[config.mk]
export PLATFORM = sky130hd
export DESIGN_NAME = nhist_engine
export DESIGN_NICKNAME = d
export VERILOG_FILES = /design/src/rtl/nhist_pkg.sv /design/src/rtl/nhist_ctrl.sv /design/src/rtl/nhist_datapath.sv /design/src/rtl/nhist_engine.sv
export SDC_FILE = /design/constraint.sdc
export NUM_CORES = 1
export LEC_CHECK = 0
export BUFFER_PORTS_ARGS = -buffer_cell sky130_fd_sc_hd__buf_2
export CORE_UTILIZATION = 60
export CTS_CLUSTER_SIZE = 28
export DETAILED_ROUTE_END_ITERATION = 12
export PLACE_DENSITY = 0.78
export RECOVER_POWER = 100
export SETUP_SLACK_MARGIN = 0.15
export SLEW_MARGIN = 10
export SYNTH_ARGS = -nofsm -noshare
export SYNTH_HDL_FRONTEND = slang
export SYNTH_SLANG_ARGS = --single-unit
[constraint.sdc]
create_clock -name clk -period 7.1 [get_ports clk]
set_input_delay 1.065 -clock clk [delete_from_list [all_inputs] [get_ports clk]]
set_output_delay 1.065 -clock clk [all_outputs]
set_load 0.005 [all_outputs]
[src/rtl/nhist_pkg.sv]
package nhist_pkg;
  localparam int ADDR_CTRL    = 0;
  localparam int ADDR_WINDOW  = 1;
  localparam int ADDR_TH_BASE = 2;

  localparam int CTRL_ENABLE  = 0;
  localparam int CTRL_TRIGGER = 1;
  localparam int CTRL_KEEP_CB = 2;
  localparam int CTRL_KEEP_TX = 3;

  typedef struct packed {
    logic clearAll;
    logic sampleEn;
  } nhStrobe_t;
endpackage

[src/rtl/nhist_ctrl.sv]
module nhist_ctrl
  import nhist_pkg::*;
#(
  parameter int ADDR_W = 4,
  parameter int DATA_W = 16,
  parameter int WIN_W  = 16,
  parameter logic [WIN_W-1:0] WIN_RESET = 16'hC350
) (
  input  logic              clk,
  input  logic              rstN,
  input  logic              cfgWe,
  input  logic [ADDR_W-1:0] cfgAddr,
  input  logic [DATA_W-1:0] cfgWdata,
  input  logic              tick,
  input  logic              carrierBusy,
  input  logic              txOn,
  output nhStrobe_t         strb,
  output logic              ready,
  output logic              busy
);
  logic             enableReg, trigReg, keepCb, keepTx;
  logic [WIN_W-1:0] winLen, remaining;
  logic             ctrlWrite, startNow, lastTick, accepted;

  assign ctrlWrite = cfgWe && (cfgAddr == ADDR_W'(ADDR_CTRL));
  assign startNow  = ctrlWrite && cfgWdata[CTRL_TRIGGER] && !trigReg
                     && cfgWdata[CTRL_ENABLE];
  assign lastTick  = (remaining <= WIN_W'(1));
  assign accepted  = (keepCb || !carrierBusy) && (keepTx || !txOn);

  always_ff @(posedge clk or negedge rstN) begin
    if (!rstN) begin
      enableReg <= 1'b0;
      trigReg   <= 1'b0;
      keepCb    <= 1'b0;
      keepTx    <= 1'b0;
      winLen    <= WIN_RESET;
    end else if (cfgWe) begin
      if (cfgAddr == ADDR_W'(ADDR_CTRL)) begin
        enableReg <= cfgWdata[CTRL_ENABLE];
        trigReg   <= cfgWdata[CTRL_TRIGGER];
        keepCb    <= cfgWdata[CTRL_KEEP_CB];
        keepTx    <= cfgWdata[CTRL_KEEP_TX];
      end else if (cfgAddr == ADDR_W'(ADDR_WINDOW)) begin
        winLen <= cfgWdata[WIN_W-1:0];
      end
    end
  end

  always_ff @(posedge clk or negedge rstN) begin
    if (!rstN) begin
      busy      <= 1'b0;
      ready     <= 1'b0;
      remaining <= '0;
    end else if (startNow) begin
      busy      <= 1'b1;
      ready     <= 1'b0;
      remaining <= winLen;
    end else if (busy && tick) begin
      if (lastTick) begin
        busy      <= 1'b0;
        ready     <= 1'b1;
        remaining <= '0;
      end else begin
        remaining <= remaining - WIN_W'(1);
      end
    end
  end

  always_comb begin
    strb.clearAll = startNow;
    strb.sampleEn = busy && tick && !startNow && (remaining != '0) && accepted;
  end

  always @(posedge clk) begin
    if (rstN) begin
      p_ready_excl_r6: assert (!(ready && busy))
        else $error("ready and busy both set");
    end
  end

  p_ready_sticky_r6: assert property (@(posedge clk) disable iff (!rstN)
    (ready && !strb.clearAll) |=> ready);

  p_start_opens_r10: assert property (@(posedge clk) disable iff (!rstN)
    strb.clearAll |=> (busy && !ready));

  p_idle_no_sample_r2: assert property (@(posedge clk) disable iff (!rstN)
    !busy |-> !strb.sampleEn);

  p_gate_enable_r5: assert property (@(posedge clk) disable iff (!rstN)
    (ctrlWrite && !cfgWdata[CTRL_ENABLE] && !busy) |=> !busy);

  p_remaining_bound_r2: assert property (@(posedge clk) disable iff (!rstN)
    (busy && !tick && !strb.clearAll) |=> $stable(remaining));
endmodule

[src/rtl/nhist_datapath.sv]
module nhist_datapath
  import nhist_pkg::*;
#(
  parameter int ADDR_W = 4,
  parameter int DATA_W = 16,
  parameter int PWR_W  = 8,
  parameter int CNT_W  = 8,
  parameter int DUR_W  = 16,
  parameter int NUM_TH = 11,
  parameter int SEL_W  = 4
) (
  input  logic              clk,
  input  logic              rstN,
  input  logic              cfgWe,
  input  logic [ADDR_W-1:0] cfgAddr,
  input  logic [DATA_W-1:0] cfgWdata,
  input  logic [PWR_W-1:0]  power,
  input  nhStrobe_t         strb,
  input  logic [SEL_W-1:0]  rdSel,
  output logic [CNT_W-1:0]  rdCount,
  output logic [DUR_W-1:0]  duration
);
  localparam int NUM_BINS = NUM_TH + 1;
  localparam int IDX_W    = $clog2(NUM_BINS);
  localparam logic [CNT_W-1:0] CNT_MAX = '1;

  logic [PWR_W-1:0] thReg  [NUM_TH];
  logic [CNT_W-1:0] binCnt [NUM_BINS];
  logic [IDX_W-1:0] binIdx;

  for (genvar t = 0; t < NUM_TH; t++) begin : g_th
    always_ff @(posedge clk or negedge rstN) begin
      if (!rstN) thReg[t] <= '0;
      else if (cfgWe && cfgAddr == ADDR_W'(ADDR_TH_BASE + t))
        thReg[t] <= cfgWdata[PWR_W-1:0];
    end
  end

  always_comb begin
    binIdx = IDX_W'(NUM_TH);
    for (int k = NUM_TH - 1; k >= 0; k--) begin
      if (power < thReg[k]) binIdx = IDX_W'(k);
    end
  end

  for (genvar b = 0; b < NUM_BINS; b++) begin : g_bin
    always_ff @(posedge clk or negedge rstN) begin
      if (!rstN) binCnt[b] <= '0;
      else if (strb.clearAll) binCnt[b] <= '0;
      else if (strb.sampleEn && binIdx == IDX_W'(b) && binCnt[b] != CNT_MAX)
        binCnt[b] <= binCnt[b] + CNT_W'(1);
    end

    p_sat_hold_r3: assert property (@(posedge clk) disable iff (!rstN)
      (binCnt[b] == CNT_MAX && !strb.clearAll) |=> binCnt[b] == CNT_MAX);

    p_no_drop_r1: assert property (@(posedge clk) disable iff (!rstN)
      !strb.clearAll |=> binCnt[b] >= $past(binCnt[b]));

    p_clear_bin_r10: assert property (@(posedge clk) disable iff (!rstN)
      strb.clearAll |=> binCnt[b] == '0);
  end

  always_ff @(posedge clk or negedge rstN) begin
    if (!rstN) duration <= '0;
    else if (strb.clearAll) duration <= '0;
    else if (strb.sampleEn) duration <= duration + DUR_W'(1);
  end

  always_comb begin
    rdCount = '0;
    if (rdSel < SEL_W'(NUM_BINS)) rdCount = binCnt[rdSel];
  end

  p_dur_step_r9: assert property (@(posedge clk) disable iff (!rstN)
    (strb.sampleEn && !strb.clearAll) |=> duration == $past(duration) + DUR_W'(1));

  p_dur_hold_r7: assert property (@(posedge clk) disable iff (!rstN)
    (!strb.sampleEn && !strb.clearAll) |=> $stable(duration));
endmodule

[src/rtl/nhist_engine.sv]
module nhist_engine
  import nhist_pkg::*;
#(
  parameter int ADDR_W = 4,
  parameter int DATA_W = 16,
  parameter int PWR_W  = 8,
  parameter int CNT_W  = 8,
  parameter int WIN_W  = 16,
  parameter int NUM_TH = 11,
  parameter int SEL_W  = 4
) (
  input  logic              clk,
  input  logic              rstN,
  input  logic              cfgWe,
  input  logic [ADDR_W-1:0] cfgAddr,
  input  logic [DATA_W-1:0] cfgWdata,
  input  logic              tick,
  input  logic [PWR_W-1:0]  power,
  input  logic              carrierBusy,
  input  logic              txOn,
  input  logic [SEL_W-1:0]  rdSel,
  output logic [CNT_W-1:0]  rdCount,
  output logic [WIN_W-1:0]  duration,
  output logic              ready,
  output logic              busy
);
  nhStrobe_t strb;

  nhist_ctrl #(
    .ADDR_W(ADDR_W), .DATA_W(DATA_W), .WIN_W(WIN_W)
  ) u_ctrl (
    .clk(clk), .rstN(rstN), .cfgWe(cfgWe), .cfgAddr(cfgAddr),
    .cfgWdata(cfgWdata), .tick(tick), .carrierBusy(carrierBusy),
    .txOn(txOn), .strb(strb), .ready(ready), .busy(busy)
  );

  nhist_datapath #(
    .ADDR_W(ADDR_W), .DATA_W(DATA_W), .PWR_W(PWR_W), .CNT_W(CNT_W),
    .DUR_W(WIN_W), .NUM_TH(NUM_TH), .SEL_W(SEL_W)
  ) u_dp (
    .clk(clk), .rstN(rstN), .cfgWe(cfgWe), .cfgAddr(cfgAddr),
    .cfgWdata(cfgWdata), .power(power), .strb(strb), .rdSel(rdSel),
    .rdCount(rdCount), .duration(duration)
  );
endmodule

==> Word level (Yosys, flattened, before mapping) <==
Index checks and enable logic that the tools add are counted.
{ "totals": {"input_bits": 38, "ff_bits": 237, "elab_cells": 217, "out_inout_bits": 26} }
{ "classes": {"n_addsub": 14, "bitwise": 2, "eq_ne": 35, "mux": 50, "n_lt_le_gt_ge": 14, "reduce_logical": 71} }
{ "op_table": {"columns": ["cell", "count"], "rows": [
  ["$mux W8", 27],
  ["$add A8 B1 Y8 const B", 12],
  ["$ne A8 B8 Y1 const B", 12],
  ["$lt A8 B8 Y1", 11],
  ["$mux W16", 5],
  ["$logic_and A1 B1 Y1", 44],
  ["$mux W4", 10],
  ["$eq A4 B4 Y1 const B", 9],
  ["$bmux W8 S4", 1],
  ["$eq A4 B3 Y1 const B", 8],
  ["$reduce_bool A2 Y1", 15],
  ["$add A16 B1 Y16 const B", 1],
  ["$eq A4 B2 Y1 const B", 4],
  ["$le A16 B1 Y1 const B", 1],
  ["$reduce_bool A16 Y1", 1],
  ["$sub A16 B1 Y16 const B", 1],
  ["$eq A4 B1 Y1 const B", 2],
  ["$logic_not A4 Y1", 2],
  ["$mux W1", 7],
  ["$ge A5 B5 Y1 const B", 1],
  ["$not A4 Y5", 1],
  ["$logic_not A1 Y1", 4],
  ["$lt A4 B4 Y1 const B", 1],
  ["$reduce_and A2 Y1", 2],
  ["other kinds (3)", 4]
]} }

==> Depth between registers and ports, before layout <==
{ "logic_depth": {"word_depth": 17, "mapped_depth": 12, "mapped_depth_nobuf": 10} }

==> Modules after synthesis <==
From an unflattened synthesis, not the netlist that was laid out.
{ "hier_totals": {"hier_cells": 1427, "area_unflattened_um2": 13960.9} }
{ "modules_own_cells": {"columns": ["module", "area_each_um2", "seq_area_each_um2", "cells_each", "n_inst"], "rows": [
  ["nhist_datapath", 12097.9, 5004.8, 1246, 1],
  ["nhist_ctrl", 1863.0, 933.4, 181, 1]
]} }

==> Worst setup path after synthesis <==
Ideal clock, no wire load.
{ "synth_timing": {"path_kind": "input port to output port", "startpoint": "input rdSel[0]", "endpoint": "output rdCount[3]", "cell_stages": 5, "path_slack_ns": 3.350, "n_path_buf": 2, "t_required_ns": 6.035, "arrival_time_ns": 2.685, "path_cell_list": "clkbuf_1 buf_1 mux4_2 mux2i_1 o21ai_0"} }
{ "synth_between": {"elab_chain_len": 5, "elab_cells_between_ends": 6, "cone_classes": "order compare (1); mux (4); bitwise (1)"} }
{ "synth_rtl": {"columns": ["item", "line", "rtl"], "rows": [
  ["start, declared", "nhist_engine.sv:21", "input logic [SEL_W-1:0] rdSel,"],
  ["$not A4 Y5 (not written as such)", "nhist_datapath.sv:72", "if (rdSel < SEL_W'(NUM_BINS)) rdCount = binCnt[rdSel];"],
  ["$bmux W8 S4", "nhist_datapath.sv:72", null],
  ["$mux W8 (not written as such) (2 in series)", "nhist_datapath.sv:72", null],
  ["$mux W8 *", "nhist_datapath.sv:72", null],
  ["end, declared", "nhist_engine.sv:22", "output logic [CNT_W-1:0] rdCount,"]
]} }
Every way passes the cells marked *; elsewhere a longest branch is shown, timed or not. The select of a mux whose other input is x is not followed.

==> Final worst setup path <==
{ "layout_timing": {"startpoint": "input cfgWe", "endpoint": "register u_ctrl.remaining[14]"} }
{ "layout_between": {"elab_chain_len": 5, "elab_cells_between_ends": 6, "cone_classes": "mux (1); reduce/logical (5)"} }
{ "layout_rtl": {"columns": ["item", "line", "rtl"], "rows": [
  ["start, declared", "nhist_engine.sv:14", "input logic cfgWe,"],
  ["$logic_and A1 B1 Y1 *", "nhist_ctrl.sv:25", "assign ctrlWrite = cfgWe && (cfgAddr == ADDR_W'(ADDR_CTRL));"],
  ["$logic_and A1 B1 Y1 * (2 in series)", "nhist_ctrl.sv:26", "assign startNow = ctrlWrite && cfgWdata[CTRL_TRIGGER] && !trigReg"],
  ["$logic_and A1 B1 Y1 *", "nhist_ctrl.sv:27", "&& cfgWdata[CTRL_ENABLE];"],
  ["$mux W16 or $reduce_bool A2 Y1 (tied branches)", null, null],
  ["end signal, assigned", "nhist_ctrl.sv:58", "remaining <= winLen;"],
  ["end signal, assigned", "nhist_ctrl.sv:65", "remaining <= remaining - WIN_W'(1);"],
  ["end, declared", "nhist_ctrl.sv:22", "logic [WIN_W-1:0] winLen, remaining;"]
]} }
Every way passes the cells marked *; elsewhere a longest branch is shown, timed or not.
A chain may end at the register's enable or synchronous reset.

==> impl_metrics.tcl <==
set metrics [dict create \
    cp_cell_sequence "clkbuf_1 -> or3b_2 -> or2_2 -> or3_2 -> clkbuf_1 -> nand4_1 -> o311ai_0" \
    finalClockSkew_ns 0.0138 \
    cts_buffers 26 \
    critical_path_class "input pin to flip-flop" \
    synth_seq_cells 237 \
    cts_htree_levels 1 \
    grt_overflow_total 0 \
    wire_per_inst_um 19.3 \
    fin_crit_ns 5.14 \
    fp.dieH_um 153 \
    rsz0062_at_grt "false" \
    synth_most_common_cell "dfrtp_1" \
    p_total_mw 4.19 \
    min_path_type "flip-flop to flip-flop" \
    grt_use_total 0.291 \
    antenna_cells 0 \
    utilization 0.670 \
    period_share 0.724 \
    path_common_cell "clkbuf_1" \
    ff2ff_setup_slack_ns 2.03 \
    post-cts-setup-buffers 0 \
    synthFlopType "dfrtp_1" \
    synth.largest_area_cell "dfrtp_1" \
    drc 0 \
    gp_congestion 0.870 \
    boundaryPins 64 \
    dr.pass1.iters 6 \
    grt_max_degree 185 \
    pre_cts_slack_ns 2.56 \
    tns_ns 0 \
    hpwl_um 22800 \
    cp_slowest_cell "clkbuf_1" \
    max_stage_delay_ns 2.09 \
    ys_top_cells_by_count "231 x dfrtp_1, 170 x nand2_1, 120 x o21ai_0, 104 x inv_1, 92 x ha_1" \
    drive_gt1_frac 0.139 \
    crit_start "cfgWe" \
    final_cell_area_um2 15100 \
    fillers 1739 \
    avgViaCountPerCell 6.35 \
    cts_root_buf "clkbuf_16" \
    cp_max_fo 59 \
    rows 55 \
    final_nets 1566 \
    clk_path_buf_depth 3 \
    synth_edf_count 0 \
    layout_setup_ws_ns 1.96 \
    holdCritStartpoint "u_ctrl.winLen[13]" \
    worstSkewPairLatency_ns 0.54 \
    synth_area_leaders "dfrtp_1 42%, ha_1 8.4%, mux2_2 4.8%" \
    syn_area_per_cell_um2 9.82 \
    required_ns 7.50 \
    yosys.area.top_type_share 0.421 \
    ctsResizeCount 0 \
    ir_worst_vdd_v 0.000203 \
    die-area_um2 23500 \
    vias 11100 \
    start_util 0.609 \
    tightest_slew_ns 2.98 \
    reg2reg_depth 9 \
    instances_no_fill 1741 \
    dp.cells 1693 \
    syn_nets 1530 \
    fmax_mhz 195 \
    maxCapViolations 4 \
    cp-start-kind "input pin" \
    ys_warn_count 0 \
    endpoint "u_ctrl.remaining[14]" \
    violations "capacitance limit, slew limit" \
    worst_r2r_endpoint "u_dp.binCnt[44]" \
    ant_nets 0 \
    areaGrowthSynthToFinish_pct 10.1 \
    cts_tree "done" \
    synthCells 1400 \
    cts.sinks 237 \
    synth_area_um2 13700 \
    status "finished, violations left" \
    drt_iter0_drc 944 \
    r2r_start "u_ctrl.remaining[0]" \
    cts.clk_slew.worst_paths_ns 0.06 \
    synth_seq_area_share 0.432 \
    port_buffers 63 \
    power.leakage_nw 6.75 \
    hold_buffers 0 \
    grt_first_pass_wirelength_um 55200 \
    place_area_um2 14300 \
    slew_viol_final 152 \
    ys_types 64 \
    cp-end-kind "flip-flop" \
    antenna_found_initial 0 \
    worstPathArrival_ns 5.54 \
    hold_viol_final 0 \
    finalSetupViolCount 0 \
    power_density_nw_per_um2 277 \
    slew_headroom -0.986 \
    design.core.area_um2 22600 \
    timing.hold.ws_ns 0.479 \
    async_flop_share 1.00 \
    wl_um 33700 \
    die-width_um 153 \
    first_global_vias 11000 \
]
[cells in the final DEF (no fill, tap or decap), types with 8 or more instances in the layout]
| master | synthesis | routed |
|---|---|---|
| nand4_1 | 15 | 15 |
| nand3_1 | 52 | 52 |
| clkbuf_1 | 52 | 28 |
| or3_1 | 20 | 19 |
| o31ai_1 | 24 | 24 |
| inv_1 | 104 | 104 |
| o21ai_0 | 120 | 120 |
| nand2b_1 | 24 | 24 |
| mux4_2 | 24 | 24 |
| mux2_2 | 58 | 58 |
| nor3_1 | 25 | 25 |
| o211ai_1 | 12 | 12 |
| a21oi_1 | 46 | 45 |
| or4_1 | 26 | 26 |
| nor4_1 | 11 | 11 |
| dfrtp_1 | 231 | 231 |
| or2_2 | 20 | 16 |
| nand2_1 | 170 | 170 |
| buf_2 | 2 | 43 |
| a211oi_1 | 11 | 11 |
| ha_1 | 92 | 92 |
| nor2_1 | 61 | 61 |
| xnor2_1 | 8 | 8 |
| and3_1 | 20 | 20 |
| mux2i_1 | 32 | 32 |
| a221o_1 | 8 | 8 |
| clkbuf_16 | 0 | 27 |
| xor2_1 | 22 | 22 |
| a21o_1 | 9 | 9 |
[logic make-up (layout without fill, tap and decap cells)]
group                      count (synthesis)  count (layout)  share of synthesized area
and+or+nand+nor                          462             462                      0.167
AOI/OAI and AO/OA                        300             300                      0.142
DFF                                      237             237                      0.432
buffers and inverters                    165             221                     0.0458
muxes                                    114             114                      0.110
adders and majority gates                 92              92                     0.0838
xor gates and xnor gates                  30              30                     0.0191
[power by group]
| group | internal (mW) | switching [mW] | total [mW] |
|---|---|---|---|
| sequential | 1.59 | 0.172 | 1.76 |
| clock | 0.911 | 0.550 | 1.46 |
| combinational | 0.388 | 0.584 | 0.973 |
| total | 2.88 | 1.31 | 4.19 |
[worst min path at each step]
| stage | end | depth (start not counted) |
|---|---|---|
| 6_report | u_ctrl.remaining[13] | 2 |
| 5_1_grt | u_dp.thReg[6] | 1 |
| 4_1_cts | u_dp.binCnt[49] | 1 |
| 3_5_place_dp | u_ctrl.remaining[13] | 2 |
| 3_3_place_gp | u_ctrl.remaining[7] | 2 |
| 2_1_floorplan | u_ctrl.remaining[11] | 2 |
[layer usage]
layer,GRT usage,part of all wire,up-vias
met5,0,0,-
met4,0.115,0.034,0
met3,0.0527,0.062,86
met2,0.487,0.48,367
met1,0.377,0.42,5469
li1,-,-,5142
[area by class of cell]
type                       count  area [µm²]  share of cell area
sequential                   237        5940               0.393
tap                          285         357              0.0236
multi-input combinational    998        7180               0.474
inverter                     104         390              0.0258
clock buffer                  38         747              0.0494
clock inverter                10         179              0.0118
timing repair buffer          69         339              0.0224
[sequential cells by signal, indices dropped and copies added (netlist names)]
register and flops:
u_ctrl.busy 1, u_ctrl.keepCb 1, u_ctrl.keepTx 1, u_ctrl.ready 1
u_ctrl.remaining 16, u_ctrl.trigReg 1, u_ctrl.winLen 16, u_dp.binCnt 96
u_dp.duration 16, u_dp.thReg 88
[critical path: cells and delay by family]
family / cells / cell delay, ns
buf+inv: 2 / 2.20
simple gates: 4 / 1.63
compound gates: 1 / 0.62
No activity file was read; power rests on OpenSTA's default activity.
